<file path="src/rtl/kbc_mbox_pkg.sv">
package kbc_mbox_pkg;
    localparam int DATA_W    = 8;
    localparam int OBF_POS   = 0;
    localparam int IBF_POS   = 1;
    localparam int CMD_POS   = 3;
    localparam int IRQ_LINES = 2;
    localparam int IRQ_KBD   = 0;
    localparam int IRQ_AUX   = 1;
endpackage

</file>
<file path="src/rtl/kbc_mbox_inbox.sv">
module kbc_mbox_inbox #(
    parameter int DATA_W = 8
) (
    input  logic              clk,
    input  logic              rst_n,
    input  logic              host_wr,
    input  logic              host_is_cmd,
    input  logic [DATA_W-1:0] host_wdata,
    input  logic              ctl_rd,
    output logic [DATA_W-1:0] data_q,
    output logic              cmd_q,
    output logic              full_q,
    output logic              full_nxt
);
    typedef struct packed {
        logic [DATA_W-1:0] data;
        logic              cmd;
        logic              full;
    } in_state_t;

    in_state_t st_d, st_q;

    always_comb begin
        st_d = st_q;
        // the controller read clears the flag; a host write in the same cycle sets it again
        if (ctl_rd) st_d.full = 1'b0;
        if (host_wr) begin
            st_d.data = host_wdata;
            st_d.cmd  = host_is_cmd;
            st_d.full = 1'b1;
        end
    end

    always_ff @(posedge clk or negedge rst_n) begin
        if (!rst_n) st_q <= '0;
        else        st_q <= st_d;
    end

    assign data_q   = st_q.data;
    assign cmd_q    = st_q.cmd;
    assign full_q   = st_q.full;
    assign full_nxt = st_d.full;
endmodule

</file>
<file path="src/rtl/kbc_mbox_outbox.sv">
module kbc_mbox_outbox #(
    parameter int DATA_W = 8
) (
    input  logic              clk,
    input  logic              rst_n,
    input  logic              ctl_wr,
    input  logic [DATA_W-1:0] ctl_wdata,
    input  logic              host_rd,
    input  logic              flags_on,
    output logic [DATA_W-1:0] data_q,
    output logic              full_q,
    output logic              full_nxt
);
    typedef struct packed {
        logic [DATA_W-1:0] data;
        logic              full;
    } out_state_t;

    out_state_t st_d, st_q;

    always_comb begin
        st_d = st_q;
        // a host read releases the flag only in flags mode
        if (host_rd && flags_on) st_d.full = 1'b0;
        if (ctl_wr) begin
            st_d.data = ctl_wdata;
            st_d.full = 1'b1;
        end
    end

    always_ff @(posedge clk or negedge rst_n) begin
        if (!rst_n) st_q <= '0;
        else        st_q <= st_d;
    end

    assign data_q   = st_q.data;
    assign full_q   = st_q.full;
    assign full_nxt = st_d.full;
endmodule

</file>
<file path="src/rtl/kbc_mbox_irq.sv">
module kbc_mbox_irq
    import kbc_mbox_pkg::*;
(
    input  logic                 clk,
    input  logic                 rst_n,
    input  logic                 flags_set,
    input  logic                 port_wr,
    input  logic [IRQ_LINES-1:0] port_wdata,
    input  logic                 obf_nxt,
    input  logic                 ibf_nxt,
    output logic                 flags_q,
    output logic [IRQ_LINES-1:0] irq_q
);
    typedef struct packed {
        logic                 flags;
        logic [IRQ_LINES-1:0] port;
        logic [IRQ_LINES-1:0] irq;
    } irq_state_t;

    irq_state_t           st_d, st_q;
    logic [IRQ_LINES-1:0] gate_src;

    always_comb begin
        gate_src          = '0;
        gate_src[IRQ_KBD] = obf_nxt;
        gate_src[IRQ_AUX] = ~ibf_nxt;
    end

    always_comb begin
        st_d       = st_q;
        st_d.flags = st_q.flags | flags_set;
        if (port_wr) st_d.port = port_wdata;
        for (int i = 0; i < IRQ_LINES; i++) begin
            st_d.irq[i] = st_d.flags ? (gate_src[i] & st_d.port[i]) : st_d.port[i];
        end
    end

    always_ff @(posedge clk or negedge rst_n) begin
        if (!rst_n) st_q <= '0;
        else        st_q <= st_d;
    end

    assign flags_q = st_q.flags;
    assign irq_q   = st_q.irq;
endmodule

</file>
<file path="src/rtl/kbc_mbox.sv">
module kbc_mbox
    import kbc_mbox_pkg::*;
(
    input  logic              clk,
    input  logic              rst_n,
    input  logic              host_wr,
    input  logic              host_rd,
    input  logic              host_cmd_sel,
    input  logic [DATA_W-1:0] host_wdata,
    output logic [DATA_W-1:0] host_rdata,
    input  logic              ctl_out_wr,
    input  logic [DATA_W-1:0] ctl_out_data,
    input  logic              ctl_in_rd,
    output logic [DATA_W-1:0] ctl_in_data,
    output logic              ctl_in_cmd,
    output logic [DATA_W-1:0] ctl_status,
    input  logic              ctl_flags_set,
    input  logic              ctl_port_wr,
    input  logic [1:0]        ctl_port_data,
    output logic              kbd_irq,
    output logic              aux_irq
);
    logic              ibf_q, ibf_nxt, obf_q, obf_nxt, cmd_q, flags_on;
    logic [DATA_W-1:0] out_byte;
    logic [IRQ_LINES-1:0] irq_vec;
    logic              host_data_rd;

    assign host_data_rd = host_rd & ~host_cmd_sel;

    kbc_mbox_inbox #(.DATA_W(DATA_W)) u_inbox (
        .clk         (clk),
        .rst_n       (rst_n),
        .host_wr     (host_wr),
        .host_is_cmd (host_cmd_sel),
        .host_wdata  (host_wdata),
        .ctl_rd      (ctl_in_rd),
        .data_q      (ctl_in_data),
        .cmd_q       (cmd_q),
        .full_q      (ibf_q),
        .full_nxt    (ibf_nxt)
    );

    kbc_mbox_outbox #(.DATA_W(DATA_W)) u_outbox (
        .clk       (clk),
        .rst_n     (rst_n),
        .ctl_wr    (ctl_out_wr),
        .ctl_wdata (ctl_out_data),
        .host_rd   (host_data_rd),
        .flags_on  (flags_on),
        .data_q    (out_byte),
        .full_q    (obf_q),
        .full_nxt  (obf_nxt)
    );

    kbc_mbox_irq u_irq (
        .clk        (clk),
        .rst_n      (rst_n),
        .flags_set  (ctl_flags_set),
        .port_wr    (ctl_port_wr),
        .port_wdata (ctl_port_data),
        .obf_nxt    (obf_nxt),
        .ibf_nxt    (ibf_nxt),
        .flags_q    (flags_on),
        .irq_q      (irq_vec)
    );

    always_comb begin
        ctl_status          = '0;
        ctl_status[OBF_POS] = obf_q;
        ctl_status[IBF_POS] = ibf_q;
        ctl_status[CMD_POS] = cmd_q;
    end

    assign host_rdata = host_cmd_sel ? ctl_status : out_byte;
    assign ctl_in_cmd = cmd_q;
    assign kbd_irq    = irq_vec[IRQ_KBD];
    assign aux_irq    = irq_vec[IRQ_AUX];
endmodule

</file>
<file path="config.mk">
export PLATFORM = sky130hd
export DESIGN_NAME = kbc_mbox
export DESIGN_NICKNAME = d
export VERILOG_FILES = /design/src/rtl/kbc_mbox_pkg.sv /design/src/rtl/kbc_mbox_inbox.sv /design/src/rtl/kbc_mbox_outbox.sv /design/src/rtl/kbc_mbox_irq.sv /design/src/rtl/kbc_mbox.sv
export SDC_FILE = /design/constraint.sdc
export NUM_CORES = 1
export LEC_CHECK = 0
export BUFFER_PORTS_ARGS = -buffer_cell sky130_fd_sc_hd__buf_4
export CORE_ASPECT_RATIO = 1.75
export CORE_UTILIZATION = 30
export CTS_BUF_LIST = sky130_fd_sc_hd__clkbuf_16
export DETAILED_ROUTE_END_ITERATION = 10
export PLACE_DENSITY_LB_ADDON = 0.08
export SLEW_MARGIN = 20
export SYNTH_ARGS = -nofsm -noshare
export SYNTH_HDL_FRONTEND = slang
export SYNTH_HIERARCHICAL = 1
export SYNTH_SLANG_ARGS = --single-unit
export TNS_END_PERCENT = 30
</file>
<file path="constraint.sdc">
create_clock -name clk -period 2.98 [get_ports clk]
set_clock_uncertainty 0.2 [all_clocks]
set_input_delay 0.298 -clock clk [delete_from_list [all_inputs] [get_ports clk]]
set_output_delay 0.298 -clock clk [all_outputs]
set_load 0.01 [all_outputs]
</file>
==> flow_metrics.env <==
export IMPL_yosys_register_bits=24
export IMPL_antenna_found_initial=0
export IMPL_status="complete, no violations"
export IMPL_period_minus_slack_ns=1.57
export IMPL_p_sw_uw=180
export IMPL_num_antenna_cells=0
export IMPL_route_detailed_drc=0
export IMPL_coreArea_mm2=0.00363
export IMPL_setup_violations_final=0
export IMPL_ys_seq_area_share_pct=52.4
export IMPL_period_share_pct=52.7
export IMPL_p_per_area_mw_per_mm2=528
export IMPL_wl_per_cell_um=12.7
export IMPL_pwr_share_comb_pct=20.1
export IMPL_drive_gt1_share_pct=69.2
export IMPL_p_clk_share_pct=34.4
export IMPL_drtPass1Iterations=3
export IMPL_crit_required_ns=2.48
export IMPL_cp_slowest_stage_delay_ns=0.42
export IMPL_grt_pass1_wl_mm=3.42
export IMPL_cts_sinks=24
export IMPL_netSwitchingFraction_pct=21.9
export IMPL_gr_total_overflow=0
export IMPL_cpLargestDelayFamily="flip-flops"
export IMPL_io_pins=54
export IMPL_r2r_cells=2
export IMPL_cts_setup_buffers=0
export IMPL_finalSetupTns_ns=0
export IMPL_power_leakage_uw=0.000808
export IMPL_startpoint="u_inbox/cmd_q"
export IMPL_grt_max_degree=25
export IMPL_netlist_area_mm2=0.00115
export IMPL_worstSetupPathType="register to primary output"
export IMPL_hold_path_class="primary input to register"
export IMPL_hpwl_mm=1.50
export IMPL_ys_warn_count=6
export IMPL_synthDistinctLibCells=11
export IMPL_fill_cells=369
export IMPL_vias=667
export IMPL_cap_violations=0
export IMPL_clockRootBuffer="clkbuf_16"
export IMPL_max_freq_ghz=0.637
export IMPL_finalHoldViolCount=0
export IMPL_track_usage_pct=11.1
export IMPL_cts_buffer_depth=2
export IMPL_cts_made_buffers=3
export IMPL_syn2layout_area_growth_pct=35.7
export IMPL_viasPerCell=4.09
export IMPL_clk_latency_ns=0.25
export IMPL_cp_cell_sequence="mux2_4, buf_4"
export IMPL_end_kind="primary output"
export IMPL_num_nets_final=146
export IMPL_rsz0062_at_grt="false"
export IMPL_rrSetupSlack_ns=1.91
export IMPL_start_util_pct=31.6
export IMPL_fp_dieH_um=83.8
export IMPL_h_tree_depth=1
export IMPL_p_int_uw=641
export IMPL_die_x_um=48.7
export IMPL_crit_buf_inv=1
export IMPL_r2r_end="u_irq/irq_q[0]"
export IMPL_syn_avg_cell_area_um2=15.5
export IMPL_ctsResizeCount=0
export IMPL_portBuffers=48
export IMPL_clk_pin_slew_ns=0.06
export IMPL_drt_iter0_drc=6
export IMPL_die_area_mm2=0.00408
export IMPL_crit_fanout=4
export IMPL_syn_inst=74
export IMPL_start_kind="register"
export IMPL_hold_depth=2
export IMPL_routed_wl_mm=2.07
export IMPL_seqPwrFrac_pct=45.5
export IMPL_ir_drop_mv=0.287
export IMPL_gp_congestion=0.653
export IMPL_total_power_uw=821
export IMPL_grt_pass1_vias=747
export IMPL_postRouteAntennaNets=0
export IMPL_path_depth=2
export IMPL_cpMaxStageDelayCell="dfrtp_1"
export IMPL_endpoint="host_rdata[3]"
export IMPL_cp_arrival_ns=1.07
export IMPL_drv_slew=0
export IMPL_r2r_start="u_irq/st_q[2]"
export IMPL_cts_tree="yes"
export IMPL_rows=29
==> synth_stat cells (all sizes together) <==
master,n,share of area (%)
dfrtp,24,52
mux2,22,29
buf,13,9.5
and2b,6,4.6
a21boi,2,1.3
a21o,2,1.5
inv,2,0.66
conb,1,0.33
nand2,1,0.33
or2,1,0.55
==> power groups by stage <==
stage	clock, uW	combinational [uW]	sequential, uW
final	283	165	373
after global routing	308	178	378
after CTS	292	169	374
after detailed placement	0	167	378
after global placement	0	166	378
after floorplan	0	96.2	380
==> area by class of cell <==
cell class / instances / area (um^2) / area share (%)
clock buffer: 3 / 75.1 / 4.83
inverter: 2 / 7.51 / 0.483
sequential: 24 / 601 / 38.6
tap: 46 / 57.6 / 3.70
multi-input combinational: 39 / 444 / 28.6
timing repair buffer: 49 / 370 / 23.8
==> registers in the layout, indices dropped and copies added, names as in the netlist <==
signal,count
u_inbox/cmd_q,1
u_inbox/data_q,8
u_inbox/full_q,1
u_irq/flags_q,1
u_irq/irq_q,2
u_irq/st_q,2
u_outbox/data_q,8
u_outbox/full_q,1
==> layer usage <==
layer / GRT usage (%) / up-vias / wire (um)
li1: - / 313 / -
met1: 13.0 / 322 / 872
met2: 19.4 / 28 / 1070
met3: 1.09 / 4 / 99
met4: 5.61 / 0 / 33
met5: 0 / - / 0
==> cells by family after synthesis <==
logic type	synth area share, %
flops	52.4
mux	28.8
buf+inv	10.2
simple gates	5.46
compound gates	2.84
other cells	0.327
==> worst reg2reg max path, delay by kind of cell, from the launching register on <==
family,cells,cell delay [ns]
multiplexers,1,0.27
AO/OA/AOI/OAI,1,0.13
flip-flops,1,0.36
==> through the flow <==
| stage | instance area [um^2] | std cells | util [%] | setup slack [ns] | hold WS [ns] |
|---|---|---|---|---|---|
| floorplan | 1160 | 78 | - | 1.73 | -0.198 |
| global placement | 1470 | 159 | 40.5 | 1.57 | 0.0146 |
| detailed placement | 1470 | 159 | 40.5 | 1.57 | 0.0220 |
| CTS | 1560 | 163 | 42.9 | 1.39 | 0.0685 |
| global route | 1560 | 163 | 42.9 | 1.37 | 0.0664 |
| finish | 1560 | 163 | 42.9 | 1.41 | 0.0725 |
==> how the worst min path moves through the flow <==
stage | start | endpoint | slack [ns]
after floorplan | rst_n | u_inbox/cmd_q | -0.20
after global placement | rst_n | u_outbox/data_q[6] | 0.01
after detailed placement | rst_n | u_outbox/data_q[5] | 0.02
after CTS | host_wdata[0] | u_inbox/data_q[0] | 0.07
after global routing | host_wdata[3] | u_inbox/data_q[3] | 0.07
final | host_wdata[5] | u_inbox/data_q[5] | 0.07
==> cell usage in the layout (no fill, tap or decap), types with 2 or more instances in the layout <==
cell,instances
and2b_2,6
mux2_4,22
conb_1,5
clkbuf_16,3
dfrtp_1,24
buf_4,48
a21o_2,2
inv_1,2
a21boi_1,2
==> timing repair <==
item                                    in CTS  in global routing
hold buffers                                 1                  0
endpoints found under the setup margin       0                  0
endpoints found under the hold margin       24                  0
(Power assumes the default switching activity.)
